--- src/rtl/mdio_host_pkg.sv ---
package mdio_host_pkg;
    localparam int HALF_W = 6;
    localparam int PRE_BITS = 32;
    localparam int HDR_BITS = 14;
    localparam int DAT_BITS = 16;
    localparam int ADDR_W   = 8;
    localparam logic [ADDR_W-1:0] OFS_CMD  = 8'h10;
    localparam logic [ADDR_W-1:0] OFS_DATA = 8'h14;

    typedef enum logic [2:0] {S_IDLE, S_PRE, S_HDR, S_TA, S_DATA, S_END} phase_t;

    typedef struct packed {
        logic [4:0] phy;
        logic [4:0] regn;
        logic [2:0] range;
        logic       wr;
        logic       busy;
    } cmd_t;

    function automatic logic [HALF_W-1:0] half_of(input logic [2:0] code);
        case (code)
            3'd0:    half_of = 6'd21;
            3'd1:    half_of = 6'd31;
            3'd2:    half_of = 6'd8;
            3'd3:    half_of = 6'd13;
            3'd4:    half_of = 6'd51;
            default: half_of = 6'd62;
        endcase
    endfunction
endpackage

--- src/rtl/mdio_clkgen.sv ---
module mdio_clkgen
    import mdio_host_pkg::*;
(
    input  logic       clk,
    input  logic       rst_n,
    input  logic       run,
    input  logic [2:0] range,
    output logic       mdc,
    output logic       rise,
    output logic       fall
);
    logic [HALF_W-1:0] cnt;
    logic [HALF_W-1:0] half;
    logic              wrap;

    assign half = half_of(range);
    assign wrap = run && (cnt == half - 1'b1);
    assign rise = wrap && !mdc;
    assign fall = wrap && mdc;

    always_ff @(posedge clk or negedge rst_n) begin
        if (!rst_n) begin
            cnt <= '0;
            mdc <= 1'b0;
        end else if (!run) begin
            cnt <= '0;
            mdc <= 1'b0;
        end else if (wrap) begin
            cnt <= '0;
            mdc <= ~mdc;
        end else begin
            cnt <= cnt + 1'b1;
        end
    end

    // divider count stays below the half period of the selected code
    a_r3_cnt_bound: assert property (@(posedge clk) disable iff (!rst_n)
        cnt < half);
endmodule

--- src/rtl/mdio_regs.sv ---
module mdio_regs
    import mdio_host_pkg::*;
(
    input  logic              clk,
    input  logic              rst_n,
    input  logic              bus_sel,
    input  logic              bus_we,
    input  logic [ADDR_W-1:0] bus_addr,
    input  logic [31:0]       bus_wdata,
    output logic [31:0]       bus_rdata,
    input  logic              done,
    input  logic [15:0]       cap_data,
    output cmd_t              cmd,
    output logic [15:0]       data
);
    logic cmd_wr, dat_wr, unused_ok;

    assign cmd_wr = bus_sel && bus_we && (bus_addr == OFS_CMD);
    assign dat_wr = bus_sel && bus_we && (bus_addr == OFS_DATA);
    assign unused_ok = ^{bus_wdata[31:16], bus_wdata[5]};

    always_ff @(posedge clk or negedge rst_n) begin
        if (!rst_n) begin
            cmd  <= '0;
            data <= '0;
        end else begin
            if (done) begin
                cmd.busy <= 1'b0;
                if (!cmd.wr) data <= cap_data;
            end else if (cmd_wr && !cmd.busy) begin
                cmd.busy  <= bus_wdata[0];
                cmd.wr    <= bus_wdata[1];
                cmd.range <= bus_wdata[4:2];
                cmd.regn  <= bus_wdata[10:6];
                cmd.phy   <= bus_wdata[15:11];
            end
            if (dat_wr && !done) data <= bus_wdata[15:0];
        end
    end

    always_comb begin
        bus_rdata = '0;
        if (bus_addr == OFS_CMD)
            bus_rdata = {16'h0, cmd.phy, cmd.regn, 1'b0, cmd.range, cmd.wr, cmd.busy};
        else if (bus_addr == OFS_DATA)
            bus_rdata = {16'h0, data};
    end

    // busy only drops on the frame-end pulse
    a_r6_busy_hold: assert property (@(posedge clk) disable iff (!rst_n)
        (cmd.busy && !done) |=> cmd.busy);
    // command fields do not move on a write made while busy
    a_r7_cmd_locked: assert property (@(posedge clk) disable iff (!rst_n)
        (cmd.busy && !done && cmd_wr) |=> $stable({cmd.phy, cmd.regn, cmd.range, cmd.wr}));
endmodule

--- src/rtl/mdio_fsm.sv ---
module mdio_fsm
    import mdio_host_pkg::*;
(
    input  logic        clk,
    input  logic        rst_n,
    input  cmd_t        cmd,
    input  logic [15:0] wdata,
    input  logic        mdc,
    input  logic        rise,
    input  logic        fall,
    input  logic        mdio_i,
    output logic        run,
    output logic        done,
    output logic        mdio_o,
    output logic        mdio_oe,
    output logic [15:0] sr
);
    phase_t                state;
    logic [4:0]            bitcnt;
    logic [HDR_BITS-1:0]   hdr;
    logic                  wr_q;

    always_ff @(posedge clk or negedge rst_n) begin
        if (!rst_n) begin
            state  <= S_IDLE;
            bitcnt <= '0;
            hdr    <= '0;
            sr     <= '0;
            wr_q   <= 1'b0;
        end else begin
            unique case (state)
                S_IDLE: if (cmd.busy) begin
                    state  <= S_PRE;
                    bitcnt <= 5'(PRE_BITS - 1);
                    hdr    <= {2'b01, cmd.wr ? 2'b01 : 2'b10, cmd.phy, cmd.regn};
                    sr     <= wdata;
                    wr_q   <= cmd.wr;
                end
                S_PRE: if (fall) begin
                    if (bitcnt == 0) begin
                        state  <= S_HDR;
                        bitcnt <= 5'(HDR_BITS - 1);
                    end else bitcnt <= bitcnt - 1'b1;
                end
                S_HDR: if (fall) begin
                    hdr <= hdr << 1;
                    if (bitcnt == 0) begin
                        state  <= S_TA;
                        bitcnt <= 5'd1;
                    end else bitcnt <= bitcnt - 1'b1;
                end
                S_TA: if (fall) begin
                    if (bitcnt == 0) begin
                        state  <= S_DATA;
                        bitcnt <= 5'(DAT_BITS - 1);
                    end else bitcnt <= bitcnt - 1'b1;
                end
                S_DATA: begin
                    if (rise && !wr_q) sr <= {sr[14:0], mdio_i};
                    if (fall) begin
                        if (wr_q) sr <= sr << 1;
                        if (bitcnt == 0) state <= S_END;
                        else bitcnt <= bitcnt - 1'b1;
                    end
                end
                S_END: state <= S_IDLE;
                default: state <= S_IDLE;
            endcase
        end
    end

    always_comb begin
        run = 1'b0; done = 1'b0; mdio_o = 1'b0; mdio_oe = 1'b0;
        unique case (state)
            S_IDLE: ;
            S_PRE:  begin run = 1'b1; mdio_o = 1'b1;     mdio_oe = 1'b1; end
            S_HDR:  begin run = 1'b1; mdio_o = hdr[HDR_BITS-1]; mdio_oe = 1'b1; end
            S_TA:   begin run = 1'b1; mdio_o = wr_q && bitcnt[0]; mdio_oe = wr_q; end
            S_DATA: begin run = 1'b1; mdio_o = wr_q && sr[15];    mdio_oe = wr_q; end
            S_END:  done = 1'b1;
            default: ;
        endcase
    end

    // data pins hold still while MDC is high
    a_r9_pins_steady: assert property (@(posedge clk) disable iff (!rst_n)
        (mdc && $past(mdc)) |-> ($stable(mdio_o) && $stable(mdio_oe)));
    // MDC rests low whenever no frame runs
    a_r6_idle_low: assert property (@(posedge clk) disable iff (!rst_n)
        (state == S_IDLE) |-> !mdc);
endmodule

--- src/rtl/mdio_host.sv ---
module mdio_host
    import mdio_host_pkg::*;
(
    input  logic              clk,
    input  logic              rst_n,
    input  logic              bus_sel,
    input  logic              bus_we,
    input  logic [ADDR_W-1:0] bus_addr,
    input  logic [31:0]       bus_wdata,
    output logic [31:0]       bus_rdata,
    output logic              mdc,
    output logic              mdio_o,
    output logic              mdio_oe,
    input  logic              mdio_i
);
    cmd_t        cmd;
    logic [15:0] data, cap;
    logic        run, done, rise, fall;

    mdio_regs u_regs (
        .clk, .rst_n, .bus_sel, .bus_we, .bus_addr, .bus_wdata, .bus_rdata,
        .done, .cap_data(cap), .cmd, .data
    );

    mdio_clkgen u_clk (
        .clk, .rst_n, .run, .range(cmd.range), .mdc, .rise, .fall
    );

    mdio_fsm u_fsm (
        .clk, .rst_n, .cmd, .wdata(data), .mdc, .rise, .fall, .mdio_i,
        .run, .done, .mdio_o, .mdio_oe, .sr(cap)
    );

    // no drive on the data pin outside an active frame
    a_r1_quiet: assert property (@(posedge clk) disable iff (!rst_n)
        !cmd.busy |-> (!mdio_oe && !mdc));
endmodule

--- config.mk ---
export PLATFORM = sky130hd
export DESIGN_NAME = mdio_host
export DESIGN_NICKNAME = d
export VERILOG_FILES = /design/src/rtl/mdio_host_pkg.sv /design/src/rtl/mdio_clkgen.sv /design/src/rtl/mdio_regs.sv /design/src/rtl/mdio_fsm.sv /design/src/rtl/mdio_host.sv
export SDC_FILE = /design/constraint.sdc
export NUM_CORES = 1
export LEC_CHECK = 0
export BUFFER_PORTS_ARGS = -buffer_cell sky130_fd_sc_hd__buf_4
export CORE_ASPECT_RATIO = 0.5
export CORE_MARGIN = 10
export CORE_UTILIZATION = 55
export CTS_CLUSTER_DIAMETER = 100
export DETAILED_ROUTE_END_ITERATION = 8
export GPL_TIMING_DRIVEN = 0
export PLACE_DENSITY = 0.79
export SYNTH_ARGS = -nofsm -noshare
export SYNTH_HDL_FRONTEND = slang
export SYNTH_SLANG_ARGS = --single-unit
--- constraint.sdc ---
create_clock -name clk -period 2.8 [get_ports clk]
set_input_delay 0.42 -clock clk [delete_from_list [all_inputs] [get_ports clk]]
set_output_delay 0.42 -clock clk [all_outputs]
set_load 0.05 [all_outputs]
Word-level counts from Yosys, hierarchy flattened
Index checks and enable logic that the tools add are counted.
- multipliers: 0
- reductions and logical operators: 33
- div/mod/pow operators: 0
- shift-type cells: 0
- muxes and demuxes: 45
- equality and inequality tests: 24
- $lt $le $gt $ge: 0
- bitwise operators: 2
- add/sub/neg operators: 3
- operators by type and width (cell ; number):
    $mux W16 ; 9
    $mux W5 ; 9
    $pmux W16 S2 ; 1
    $pmux W6 S5 ; 1
    $mux W14 ; 2
    $pmux W14 S2 ; 1
    $mux W3 ; 9
    $pmux W5 S5 ; 1
    $eq A8 B5 Y1 const B ; 2
    $ne A2 B2 Y1 const B ; 8
    $pmux W3 S5 ; 1
    $eq A3 B2 Y1 const B ; 4
    $mux W6 ; 2
    $logic_and A1 B1 Y1 ; 11
    $eq A3 B3 Y1 const B ; 3
    $reduce_and A9 Y1 ; 1
    $ne A2 B1 Y1 const B ; 4
    $reduce_and A2 Y1 ; 4
    $reduce_bool A2 Y1 ; 4
    $reduce_and A7 Y1 ; 1
    $add A6 B1 Y6 const B ; 1
    $eq A3 B1 Y1 const B ; 2
    $eq A6 B6 Y1 ; 1
    $logic_not A3 Y1 ; 2
    13 further kinds ; 23
- bits in writable memories: 0
- register bits after elaboration: 77
- word-level logic and storage cells: 120
- bits in read-only memories: 0
- latch bits: 0
- input port bits: 45
- memories: 0
- output and inout port bits: 35

Depth between registers and ports, before layout
- depth in word-level cells: 11
- depth in mapped cells: 9
- gate-level depth less buffers: 8

By module
Synthesis repeated with hierarchy kept, for this count alone.
- cells, all modules: 405
- area, all modules: 4361.7 um^2
- by module, submodules not included (module ; sequential area each (um^2) ; area each (um^2) ; instances ; cells each):
    mdio_fsm ; 975.9 ; 2043.2 ; 1 ; 220
    mdio_regs ; 775.7 ; 1801.7 ; 1 ; 133
    mdio_clkgen ; 175.2 ; 516.7 ; 1 ; 52

Worst setup path before layout
Ideal clock, no wire load.
- kind: input-to-output
- start point: in bus_addr[6]
- end point: out bus_rdata[10]
- arrival time: 1917 ps
- data required time: 2380 ps
- buffers on the path: 1
- stages on the path: 5
- path slack: 463 ps
- path through: nor4_1 > nand3_1 > nor2_1 > clkbuf_1 > a22o_1
- longest elaborated chain between the ends: 3
- elaborated cells on any way between the ends: 4
- those cells by class: eq/ne (2); mux (2)
- RTL lines (item ; line ; source):
    start, declared ; mdio_host.sv:8 ; input logic [ADDR_W-1:0] bus_addr,
    $eq A8 B5 Y1 ; mdio_regs.sv:45 ; else if (bus_addr == OFS_DATA)
    $mux W16 ; mdio_regs.sv:45 ;
    $mux W16 * ; mdio_regs.sv:43 ; if (bus_addr == OFS_CMD)
    end, declared ; mdio_host.sv:10 ; output logic [31:0] bus_rdata,
Mark *: on every way between the ends. The rest lies on a longest branch, timed or not.

Final worst setup path
- start point: in bus_addr[6]
- end point: out bus_rdata[7]
Same word-level chain as after synthesis.

==> run_results.csv <==
group,metric,value,unit
outcome,result_of_the_run,"complete, no violations",
cells_and_area,antenna_cells,0,
floorplanning,io-pin-count,80,
timing,final.setup_skew,0.00854,ns
cts,clock_tree.root_cell,"clkbuf_16",
floorplanning,die_ar,11500,sq um
yosys,netlist.area_leader.share,47.0,%
setup_path,worst_ep_required_time,2.38,ns
placement,io_buffers,47,
cts,cts_post_setup_buffers_inserted,0,
yosys,avg_synthesized_cell_area,9.98,sq um
cells_and_area,nFillCells,581,
timing,setup_viol_count_final,0,
global_routing,wire_length_of_the_first_global_routing_pass,17.0,mm
power,static_leakage,0.00239,uW
timing,setup_tns,0,ns
yosys,synth_edf_count,0,
routing,avgRoutedWirePerCell,17.6,um
placement,pre_cts_ws,-0.0861,ns
timing,period_needed,2.66,ns
floorplanning,die_width,142,um
timing,grt_setup_unrepaired,"no",
global_routing,grt_max_degree,78,
yosys,synth.largest_area_cell,"dfrtp_1",
floorplanning,chipHeight,81.1,um
global_routing,grt_pass1_vias,3354,
yosys,post_synth_instance_area,4100,sq um
global_routing,initial_antenna_violation_count,0,
placement,gp_congestion,0.859,
flow_run,cap_viol_max_count,0,
floorplanning,core-area,7290,sq um
setup_path,cpMostUsedCell,"buf_4",
setup_path,setup.worst_path.class,"in2out",
routing,detailedRoute.firstPassIterationCount,5,
cts,clk_pin_slew,0.05,ns
cells_and_area,flow.area_growth_from_synthesis,20.4,%
routing,routed_wl,10.3,mm
routing,antenna_violating_nets_post_route,0,
power,vdd.ir_drop.worst,392,uV
timing,maxSlewViolCount,0,
setup_path,worstSetupStartpointType,"primary input",
timing,final.period_utilization,94.8,%
timing,holdWs,0.230,ns
yosys,synth_sequential_area_ratio,47.0,%
routing,drt-vias-per-instance,5.72,
setup_path,crit_family,"buffers and inverters",
cts,cts_buffers,9,
timing,slew_headroom,34.9,%
setup_path,total_buffers_and_inverters_traversed_by_the_critical_path,4,
yosys,synth_top_cells_by_area,"dfrtp_1, mux2_2, nand2_1",
setup_path,critical_path.max_stage_delay,0.35,ns
cts,cts_tree,"built",
cells_and_area,ff_latch_area,1930,sq um
routing,vias,3332,
cells_and_area,layout-drive-gt1-share,28.3,%
cts,total_number_of_clock_tree_sinks,77,
cts,clockBufferDepth,2,
timing,finalHoldViolCount,0,
setup_path,worstSetupEndpointType,"output port",
cells_and_area,multi_input_comb_area,1950,sq um
timing,worst_slew_pin_slew,0.976,ns
yosys,synthCells,411,
cts,cts-htree-levels,3,
cells_and_area,finish.net_count,531,
yosys,synthFlopType,"dfrtp_1",
yosys,postSynthRegisterBits,77,
floorplanning,std_cell_rows,22,
placement,place.detailed.hpwl,7.07,mm
setup_path,critical_path_arrival,2.24,ns
global_routing,grt_overflow,0,
routing,initialDrtViolationCount,239,
setup_path,critical_path.cell_chain,"buf_4 -> nor4_1 -> and4_1 -> clkbuf_1 -> clkbuf_2 -> a22o_1 -> buf_4",
routing,remaining_drc_errors,0,
yosys,netlist-cell-type-count,53,
yosys,synth-warning-count,0,
timing,worst_slack,0.145,ns
yosys,synth.top_cells.by_count,"dfrtp_1, nand2_1, mux2_2",
yosys,yosys.cell_count.top_type,"dfrtp_1",
setup_path,path_max_fanout,10,
setup_path,highest_delay_cell_along_the_critical_path,"clkbuf_2",
global_routing,track_usage,18.3,%
power,p_per_area,631,nW/um^2
yosys,ys_async_sr_fraction,100,%
cts,worst_skew_pair.late_latency,0.34,ns
hold_path,holdCritPathClass,"in2async",
timing,timing.fmax,0.377,GHz
floorplanning,floorplan.initialDensity,56.2,%
==> worst paths after layout <==
kind | start | endpoint | slack, ns | cells past startpoint
max reg2reg | u_fsm.bitcnt[0]$_DFFE_PN0P_ | u_fsm.bitcnt[3]$_DFFE_PN0P_ | 0.27 | 7
max | bus_addr[6] | bus_rdata[7] | 0.14 | 7
min | rst_n | u_regs.cmd[8]$_DFFE_PN0P_ | 0.23 | 1
min in group clk | bus_wdata[6] | u_regs.data[6]$_DFFE_PN0P_ | 0.30 | 3
max in group asynchronous | rst_n | u_fsm.bitcnt[1]$_DFFE_PN0P_ | 1.93 | 1
min reg2reg | u_regs.data[4]$_DFFE_PN0P_ | u_regs.data[4]$_DFFE_PN0P_ | 0.50 | 2
==> report_power, final <==
part / leakage [uW] / total, uW / internal (uW) / switching (uW)
Sequential: 0.00105 / 1300 / 1200 / 93.0
Combinational: 0.00120 / 608 / 233 / 375
Clock: 0.000141 / 1210 / 770 / 442
Total: 0.00239 / 3120 / 2210 / 910
==> registers in the layout, indices dropped and copies added, names as in the netlist <==
register / flops
u_fsm.wr_q: 1
u_regs.cmd: 15
u_fsm.bitcnt: 5
u_fsm.hdr: 14
u_fsm.state: 3
u_clk.cnt: 6
u_fsm.sr: 16
u_clk.mdc: 1
u_regs.data: 16
==> stage by stage <==
stage / instances / utilization [%] / total power (uW) / area, sq um
after global placement: 569 / 63.5 / 1890 / 4630
after global routing: 583 / 67.7 / 3250 / 4940
after CTS: 583 / 67.7 / 3120 / 4940
final: 583 / 67.7 / 3120 / 4940
after floorplan: 426 / - / 1740 / 4160
after detailed placement: 569 / 63.5 / 1910 / 4630
==> final cells by class <==
cell class | count | share of cell area (%)
inverters | 8 | 0.608
flip-flops and latches | 77 | 39.0
clock inverters | 4 | 1.52
clock buffers | 10 | 4.64
multi-input cells | 297 | 39.4
well taps | 96 | 2.43
plain buffers | 44 | 5.22
repair buffers | 47 | 7.14
==> placed cells by master (no fill, tap or decap), types with 5 or more instances in the layout <==
cell type and count:
mux2_2 38, clkbuf_16 9, a22oi_1 30, nand2_1 62, nor2b_1 5, a22o_1 15, xnor2_1 5, conb_1 16
xor2_1 8, nor2_1 24, nor3_1 5, nand3_1 7, inv_1 8, dfrtp_1 77, buf_2 8, a21oi_1 8
buf_4 66, clkbuf_1 14, o21ai_0 24
==> cells by family after synthesis <==
| kind of cell | count (synthesis) | synth area share [%] |
|---|---|---|
| AND/OR/NAND/NOR | 129 | 14.5 |
| AO/OA/AOI/OAI | 98 | 17.4 |
| flip-flops | 77 | 47.0 |
| buffers and inverters | 52 | 6.96 |
| multiplexers | 39 | 10.7 |
| XOR/XNOR | 13 | 2.78 |
| adder cells (fa/ha/maj) | 2 | 0.610 |
| other | 1 | 0.0915 |
==> layer usage <==
layer  vias to the layer above  global-route usage [%]  share of wire [%]
met1                      1615                    23.4                 44
met3                        10                    5.30                7.0
met5                         -                       0                  0
li1                       1581                       -                  -
met2                       126                    28.9                 47
met4                         0                    7.51                1.2
==> timing repair <==
item | in CTS | in global routing
gates resized for setup | 2 | 1
endpoints found under the hold margin | 0 | 0
setup endpoints to repair | 10 | 8
hold buffers | 0 | 0
Power figures use the tool's default switching activity.
